--- src/rtl/wp_pkg.sv ---
package wp_pkg;

  // Legal timing constant combinations for the wrapped path.
  function automatic bit wp_params_legal(input int lat_s, input int intv_i, input int copies_m);
    return (intv_i >= 1) && (lat_s >= intv_i) &&
           (copies_m >= 1) && (lat_s >= copies_m) &&
           ((intv_i == 1) || (copies_m == 1));
  endfunction

  // Output queue depth: one launch-to-pop lifetime is LAT_S+2 edges,
  // plus one slot so the credit test can use the registered count alone.
  function automatic int wp_queue_depth(input int lat_s);
    return lat_s + 3;
  endfunction

endpackage

--- src/rtl/wp_issue_gate.sv ---
module wp_issue_gate #(
  parameter int LAT_S    = 4,
  parameter int INTV_I   = 1,
  parameter int DEPTH    = 7,
  parameter bit BUFFERED = 1'b1
) (
  input  logic clk,
  input  logic rst_n,
  input  logic in_valid,
  input  logic pop,
  output logic in_ready,
  output logic launch
);

  localparam int GAP_W  = (INTV_I > 1) ? $clog2(INTV_I) : 1;
  localparam int FREE_W = $clog2(DEPTH + 1);
  localparam logic [GAP_W-1:0]  GAP_LOAD  = GAP_W'(INTV_I - 1);
  localparam logic [FREE_W-1:0] FREE_INIT = FREE_W'(DEPTH);

  logic [GAP_W-1:0]  gap_q, gap_d;
  logic              gap_en;
  logic [FREE_W-1:0] free_q, free_d;
  logic              free_en;
  logic              credit_ok;

  assign credit_ok = BUFFERED ? (free_q != '0) : 1'b1;
  assign in_ready  = (gap_q == '0) && credit_ok;
  assign launch    = in_valid && in_ready;

  // Interval counter: blocks new launches for INTV_I-1 cycles.
  always_comb begin
    gap_en = launch || (gap_q != '0);
    gap_d  = gap_q;
    if (launch) begin
      gap_d = GAP_LOAD;
    end else if (gap_q != '0) begin
      gap_d = gap_q - 1'b1;
    end
  end

  // Free-slot credits: a launch reserves a queue slot, a pop returns it.
  always_comb begin
    free_en = BUFFERED && (launch != pop);
    free_d  = free_q;
    if (launch && !pop) begin
      free_d = free_q - 1'b1;
    end else if (pop && !launch) begin
      free_d = free_q + 1'b1;
    end
  end

  always_ff @(posedge clk or negedge rst_n) begin
    if (!rst_n) begin
      gap_q <= '0;
    end else if (gap_en) begin
      gap_q <= gap_d;
    end
  end

  always_ff @(posedge clk or negedge rst_n) begin
    if (!rst_n) begin
      free_q <= FREE_INIT;
    end else if (free_en) begin
      free_q <= free_d;
    end
  end

  // Independent spacing monitor for the interval rule.
  logic [GAP_W-1:0] since_q;
  always_ff @(posedge clk or negedge rst_n) begin
    if (!rst_n) begin
      since_q <= GAP_LOAD;
    end else if (launch) begin
      since_q <= '0;
    end else if (since_q != GAP_LOAD) begin
      since_q <= since_q + 1'b1;
    end
  end

  AST_ISSUE_GAP: assert property (@(posedge clk) disable iff (!rst_n)
    launch |-> (since_q == GAP_LOAD));

  AST_CREDIT_RANGE: assert property (@(posedge clk) disable iff (!rst_n)
    !BUFFERED || (free_q <= FREE_INIT));

endmodule

--- src/rtl/wp_wave_tracker.sv ---
module wp_wave_tracker #(
  parameter int DATA_W   = 16,
  parameter int LAT_S    = 4,
  parameter int COPIES_M = 2
) (
  input  logic              clk,
  input  logic              rst_n,
  input  logic              launch,
  input  logic [DATA_W-1:0] launch_data,
  output logic              arrive,
  output logic [DATA_W-1:0] arrive_data
);

  localparam int NSLOT = LAT_S + 1;
  localparam int AGE_W = $clog2(LAT_S + 1);
  localparam int PTR_W = $clog2(NSLOT);
  localparam int CP_W  = (COPIES_M > 1) ? $clog2(COPIES_M) : 1;
  localparam logic [AGE_W-1:0] AGE_DONE = AGE_W'(LAT_S);
  localparam logic [PTR_W-1:0] PTR_LAST = PTR_W'(NSLOT - 1);
  localparam logic [CP_W-1:0]  CP_LAST  = CP_W'(COPIES_M - 1);

  logic [NSLOT-1:0]  vld_q, vld_d, hit, load;
  logic [AGE_W-1:0]  age_q [NSLOT];
  logic [AGE_W-1:0]  age_d [NSLOT];
  logic [DATA_W-1:0] dat_q [NSLOT];
  logic [CP_W-1:0]   tag_q [NSLOT];
  logic [PTR_W-1:0]  ptr_q, ptr_d;
  logic [CP_W-1:0]   cp_q, cp_d;
  logic [CP_W-1:0]   arrive_tag;

  // One slot per wave that can be in flight at one launch per cycle.
  for (genvar j = 0; j < NSLOT; j++) begin : g_slot
    assign hit[j]   = vld_q[j] && (age_q[j] == AGE_DONE);
    assign load[j]  = launch && (ptr_q == PTR_W'(j));
    assign vld_d[j] = load[j] || (vld_q[j] && !hit[j]);
    assign age_d[j] = load[j] ? '0 : (age_q[j] + AGE_W'(vld_q[j] && !hit[j]));

    always_ff @(posedge clk or negedge rst_n) begin
      if (!rst_n) begin
        vld_q[j] <= 1'b0;
        age_q[j] <= '0;
      end else begin
        vld_q[j] <= vld_d[j];
        age_q[j] <= age_d[j];
      end
    end

    always_ff @(posedge clk) begin
      if (load[j]) begin
        dat_q[j] <= launch_data;
        tag_q[j] <= cp_q;
      end
    end
  end

  // Round-robin slot and path-copy selection.
  always_comb begin
    ptr_d = (ptr_q == PTR_LAST) ? '0 : ptr_q + 1'b1;
    cp_d  = (cp_q == CP_LAST) ? '0 : cp_q + 1'b1;
  end

  always_ff @(posedge clk or negedge rst_n) begin
    if (!rst_n) begin
      ptr_q <= '0;
      cp_q  <= '0;
    end else if (launch) begin
      ptr_q <= ptr_d;
      cp_q  <= cp_d;
    end
  end

  // Capture mux: at most one wave completes per cycle.
  always_comb begin
    arrive_data = '0;
    arrive_tag  = '0;
    for (int j = 0; j < NSLOT; j++) begin
      if (hit[j]) begin
        arrive_data = arrive_data | dat_q[j];
        arrive_tag  = arrive_tag | tag_q[j];
      end
    end
  end
  assign arrive = |hit;

  // Expected copy at capture time, rotated independently of launch side.
  logic [CP_W-1:0] cap_cp_q;
  always_ff @(posedge clk or negedge rst_n) begin
    if (!rst_n) begin
      cap_cp_q <= '0;
    end else if (arrive) begin
      cap_cp_q <= (cap_cp_q == CP_LAST) ? '0 : cap_cp_q + 1'b1;
    end
  end

  AST_ONE_ARRIVAL: assert property (@(posedge clk) disable iff (!rst_n)
    $onehot0(hit));

  AST_SLOT_FREE: assert property (@(posedge clk) disable iff (!rst_n)
    launch |-> (!vld_q[ptr_q] || hit[ptr_q]));

  AST_COPY_ORDER: assert property (@(posedge clk) disable iff (!rst_n)
    arrive |-> (arrive_tag == cap_cp_q));

endmodule

--- src/rtl/wp_out_stage.sv ---
module wp_out_stage #(
  parameter int DATA_W   = 16,
  parameter int DEPTH    = 7,
  parameter bit BUFFERED = 1'b1
) (
  input  logic              clk,
  input  logic              rst_n,
  input  logic              push,
  input  logic [DATA_W-1:0] push_data,
  input  logic              out_ready,
  output logic              out_valid,
  output logic [DATA_W-1:0] out_data,
  output logic              pop
);

  if (BUFFERED) begin : g_fifo
    localparam int AW = $clog2(DEPTH);
    localparam int CW = $clog2(DEPTH + 1);
    localparam logic [AW-1:0] PTR_LAST = AW'(DEPTH - 1);
    localparam logic [CW-1:0] CNT_FULL = CW'(DEPTH);

    logic [DATA_W-1:0] mem [DEPTH];
    logic [AW-1:0]     wp_q, wp_d, rp_q, rp_d;
    logic [CW-1:0]     cnt_q, cnt_d;

    assign out_valid = (cnt_q != '0);
    assign out_data  = mem[rp_q];
    assign pop       = out_valid && out_ready;

    always_comb begin
      wp_d  = (wp_q == PTR_LAST) ? '0 : wp_q + 1'b1;
      rp_d  = (rp_q == PTR_LAST) ? '0 : rp_q + 1'b1;
      cnt_d = cnt_q;
      if (push && !pop) begin
        cnt_d = cnt_q + 1'b1;
      end else if (pop && !push) begin
        cnt_d = cnt_q - 1'b1;
      end
    end

    always_ff @(posedge clk or negedge rst_n) begin
      if (!rst_n) begin
        wp_q  <= '0;
        rp_q  <= '0;
        cnt_q <= '0;
      end else begin
        if (push) wp_q <= wp_d;
        if (pop)  rp_q <= rp_d;
        if (push != pop) cnt_q <= cnt_d;
      end
    end

    always_ff @(posedge clk) begin
      if (push) begin
        mem[wp_q] <= push_data;
      end
    end

    AST_NO_OVERFLOW: assert property (@(posedge clk) disable iff (!rst_n)
      push |-> (cnt_q < CNT_FULL));

    AST_HOLD_HEAD: assert property (@(posedge clk) disable iff (!rst_n)
      (out_valid && !out_ready) |=> (out_valid && $stable(out_data)));

  end else begin : g_reg
    logic              vld_q;
    logic [DATA_W-1:0] dat_q;
    logic              unused_rdy;

    assign unused_rdy = out_ready;
    assign out_valid  = vld_q;
    assign out_data   = dat_q;
    assign pop        = vld_q;

    always_ff @(posedge clk or negedge rst_n) begin
      if (!rst_n) begin
        vld_q <= 1'b0;
      end else begin
        vld_q <= push;
      end
    end

    always_ff @(posedge clk) begin
      if (push) begin
        dat_q <= push_data;
      end
    end

    AST_CAPTURE_SHOWN: assert property (@(posedge clk) disable iff (!rst_n)
      push |=> (out_valid && (out_data == $past(push_data))));

  end

endmodule

--- src/rtl/wp_path_ctrl.sv ---
module wp_path_ctrl #(
  parameter int DATA_W   = 16,
  parameter int LAT_S    = 4,
  parameter int INTV_I   = 1,
  parameter int COPIES_M = 2,
  parameter bit BUFFERED = 1'b1
) (
  input  logic              clk,
  input  logic              rst_n,
  input  logic              in_valid,
  output logic              in_ready,
  input  logic [DATA_W-1:0] in_data,
  output logic              out_valid,
  input  logic              out_ready,
  output logic [DATA_W-1:0] out_data
);

  import wp_pkg::*;

  localparam int DEPTH = wp_queue_depth(LAT_S);

  if (!wp_params_legal(LAT_S, INTV_I, COPIES_M)) begin : g_bad_params
    $error("wp_path_ctrl: illegal LAT_S/INTV_I/COPIES_M combination");
  end

  logic              launch;
  logic              pop;
  logic              arrive;
  logic [DATA_W-1:0] arrive_data;

  wp_issue_gate #(
    .LAT_S   (LAT_S),
    .INTV_I  (INTV_I),
    .DEPTH   (DEPTH),
    .BUFFERED(BUFFERED)
  ) u_gate (
    .clk     (clk),
    .rst_n   (rst_n),
    .in_valid(in_valid),
    .pop     (pop),
    .in_ready(in_ready),
    .launch  (launch)
  );

  wp_wave_tracker #(
    .DATA_W  (DATA_W),
    .LAT_S   (LAT_S),
    .COPIES_M(COPIES_M)
  ) u_track (
    .clk        (clk),
    .rst_n      (rst_n),
    .launch     (launch),
    .launch_data(in_data),
    .arrive     (arrive),
    .arrive_data(arrive_data)
  );

  wp_out_stage #(
    .DATA_W  (DATA_W),
    .DEPTH   (DEPTH),
    .BUFFERED(BUFFERED)
  ) u_out (
    .clk      (clk),
    .rst_n    (rst_n),
    .push     (arrive),
    .push_data(arrive_data),
    .out_ready(out_ready),
    .out_valid(out_valid),
    .out_data (out_data),
    .pop      (pop)
  );

endmodule

--- config.mk ---
export PLATFORM = sky130hd
export DESIGN_NAME = wp_path_ctrl
export DESIGN_NICKNAME = d
export VERILOG_FILES = /design/src/rtl/wp_pkg.sv /design/src/rtl/wp_issue_gate.sv /design/src/rtl/wp_wave_tracker.sv /design/src/rtl/wp_out_stage.sv /design/src/rtl/wp_path_ctrl.sv
export SDC_FILE = /design/constraint.sdc
export NUM_CORES = 1
export LEC_CHECK = 0
export BUFFER_PORTS_ARGS = -buffer_cell sky130_fd_sc_hd__clkbuf_2
export CAP_MARGIN = 20
export CORE_ASPECT_RATIO = 1.1
export CORE_MARGIN = 2
export CORE_UTILIZATION = 57
export DETAILED_ROUTE_END_ITERATION = 6
export GPL_ROUTABILITY_DRIVEN = 0
export PLACE_DENSITY = 0.75
export SETUP_SLACK_MARGIN = 0.5
export SKIP_CTS_REPAIR_TIMING = 1
export SLEW_MARGIN = 25
export SYNTH_ARGS = -nofsm -noshare
export SYNTH_HDL_FRONTEND = slang
export SYNTH_SLANG_ARGS = --single-unit
export TNS_END_PERCENT = 30
--- constraint.sdc ---
create_clock -name clk -period 3.4 [get_ports clk]
set_input_delay 0.85 -clock clk [delete_from_list [all_inputs] [get_ports clk]]
set_output_delay 0.85 -clock clk [all_outputs]
set_load 0.05 [all_outputs]
==> results.md <==
- Max Freq: 0.329 GHz
- Vias per cell: 5.95
- Tightest Pin Transition: 0.916 ns
- Die area: 16600 um2
- CTS buffer count: 22
- Peak supply drop: 494 uV
- WL per Instance: 21.5 um
- P per Cell Area: 953 nW/um2
- Max-Cap Viols: 0
- GRT overflow: 0
- Clock root buffer: clkbuf_16
- Dominant synthesized flop cell: edfxtp_1
- H-tree lvl count: 1
- Routed Antenna Nets: 0
- Final Cycle Share: 89.3%
- DR pass1 iterations: 5
- Design area: 10300 um2
- CTS tree: yes
- P_leak: 3.78 nW
- Clock Tree Buf Depth: 3
- Setup TNS: 0 ns
- Post-Layout Cell Count: 782
- Slew headroom: 39.0%
- Yosys top cell area share: 64.9%
- Fraction of registers with async set/reset: 15.4%
- First DRT Iteration DRCs: 370
- Pin count of the biggest net entering global routing: 54
- Chip width: 123 um
- Synth top area cells: edfxtp_1, dfrtp_1, mux4_2
- Vias in the first global route: 4794
- Final hold violation count: 0
- Detailed-route via count: 4655
- Share of cells above drive strength 1: 24.7%
- Status: complete, no violations
- Final wirelength: 16800 um
- Post-synth EDFFs: 192
- Buffers on Ports: 37
- Syn Inst Count: 510
- Final worst path period need: 3.04 ns
- Starting density of the core: 58.5%
- Yosys cell types: 44
- RSZ-0062 raised after global routing: true
- Mapped cell area: 8880 um2
- GR Util All Layers: 20.6%
- CTS Sinks: 227
- Required time of the worst setup path: 2.55 ns
- Slew Viols, Final: 0
- Placed cell area: 9410 um2
- Setup CP Type: flop to output pin
- Clock transition at path regs: 0.06 ns
- Number of nets in the layout: 609
- Sequential fraction of the synthesis area: 74.9%
- Util after Layout: 67.9%
- Register bit total from synthesis: 227
- Critical Path AT: 2.19 ns
- Post-Place Cells: 738
- Clock Skew: 0.0184 ns
- Worst-path maximum fanout: 8
- Core area: 15200 um2
- Drt drc: 0
- Setup crit start kind: flop
- Most frequent cell after synthesis: edfxtp_1
- Site row count: 47
- Final worst slack: 0.363 ns
- Area grow syn2layout: 16.0%
- Worst Hold Class: input port to asynchronous set/reset pin
- Syn nets: 549
- Commonest cells in the netlist: edfxtp_1, nand2_1, dfrtp_1, o21ai_0, mux2i_1
- Pre-CTS worst setup slack: 0.745 ns
- Pwr Total: 9.82 mW
- Cell taking the most area after synthesis: edfxtp_1
- N_diodes: 0
- Dpl hpwl: 9940 um
- Die H: 135 um
- Initial antenna violation count: 0
- Worst-skew pair later-pin latency: 0.51 ns
- Setup violators final: 0
- Global-route wire length before repair: 25600 um
- Yosys Warn Count: 0
- Worst hold slack: 0.463 ns
- Crit. End Element: output pin
- Avg Cell Area, Syn: 17.4 um2
- Io pins: 38
==> worst max-delay path, cell delays in order, from the launching register on <==
cell     delay (ns)
dfrtp_2        0.51
buf_12         0.19
mux4_2         0.51
mux2_2         0.30
buf_6          0.16
==> power breakdown <==
| part | internal [mW] | total [mW] | switching (mW) |
|---|---|---|---|
| registers | 3.76 | 4.06 | 0.297 |
| logic | 1.33 | 3.32 | 1.99 |
| clock network | 1.45 | 2.44 | 0.996 |
==> cells in the final DEF (no fill, tap or decap), drive strengths merged, types with 9 or more instances in the layout <==
master	count
a222oi	16
a22oi	16
and2	9
buf	36
clkbuf	52
dfrtp	32
edfxtp	192
ha	17
inv	16
mux2	18
mux2i	18
mux4	16
nand2	40
nor2	14
o21ai	23
==> routing by layer <==
layer	GRT usage, %	part of all wire (%)	vias up
met5	0	0	-
met2	34.9	52	143
met1	27.5	41	2383
met4	6.88	2.2	0
li1	-	-	2097
met3	3.17	5.3	32
==> path summary, 6_finish.rpt <==
check                                      startpoint  slack [ns]  depth (start not counted)                       to
worst max-delay path             u_out.g_fifo.rp_q[0]        0.36                          4              out_data[6]
worst min-delay path                            rst_n        0.46                          1         u_track.age_q[2]
worst min register to register  u_out.g_fifo.cnt_q[2]        0.47                          1    u_out.g_fifo.cnt_q[2]
max in group asynchronous                       rst_n        2.30                          1     u_out.g_fifo.rp_q[0]
worst max register to register       u_track.age_q[4]        0.91                          5  u_out.g_fifo.mem[2][13]
min in group clk                u_out.g_fifo.cnt_q[2]        0.47                          1    u_out.g_fifo.cnt_q[2]
==> final cells by class <==
cell class              instances  area [um2]
clock buffers                  28         583
clock inverters                12         146
well taps                     196         245
inverters                      16        60.1
flip-flops and latches        227        6650
repair buffers                 60         493
fillers                       984        4870
multi-input cells             243        2120
==> cells by family (layout without fill, tap and decap cells) <==
logic type	count (synthesis)	after routing	synth area share, %
AO/OA/AOI/OAI	75	75	5.98
flip-flops	227	227	74.9
buffers and inverters	40	116	1.93
XOR/XNOR	11	11	1.09
multiplexers	52	52	8.41
AND/OR/NAND/NOR	86	86	4.89
adder cells (fa/ha/maj)	19	19	2.85
==> state kept, by name (all words and copies together) (netlist names) <==
name and count:
u_track.ptr_q 3, u_out.g_fifo.cnt_q 3, u_out.g_fifo.wp_q 3, u_out.g_fifo.rp_q 3, u_track.age_q 15, u_track.dat_q 80, u_out.g_fifo.mem 112, u_track.vld_q 5
u_gate.free_q 3
Power figures use the tool's default switching activity.
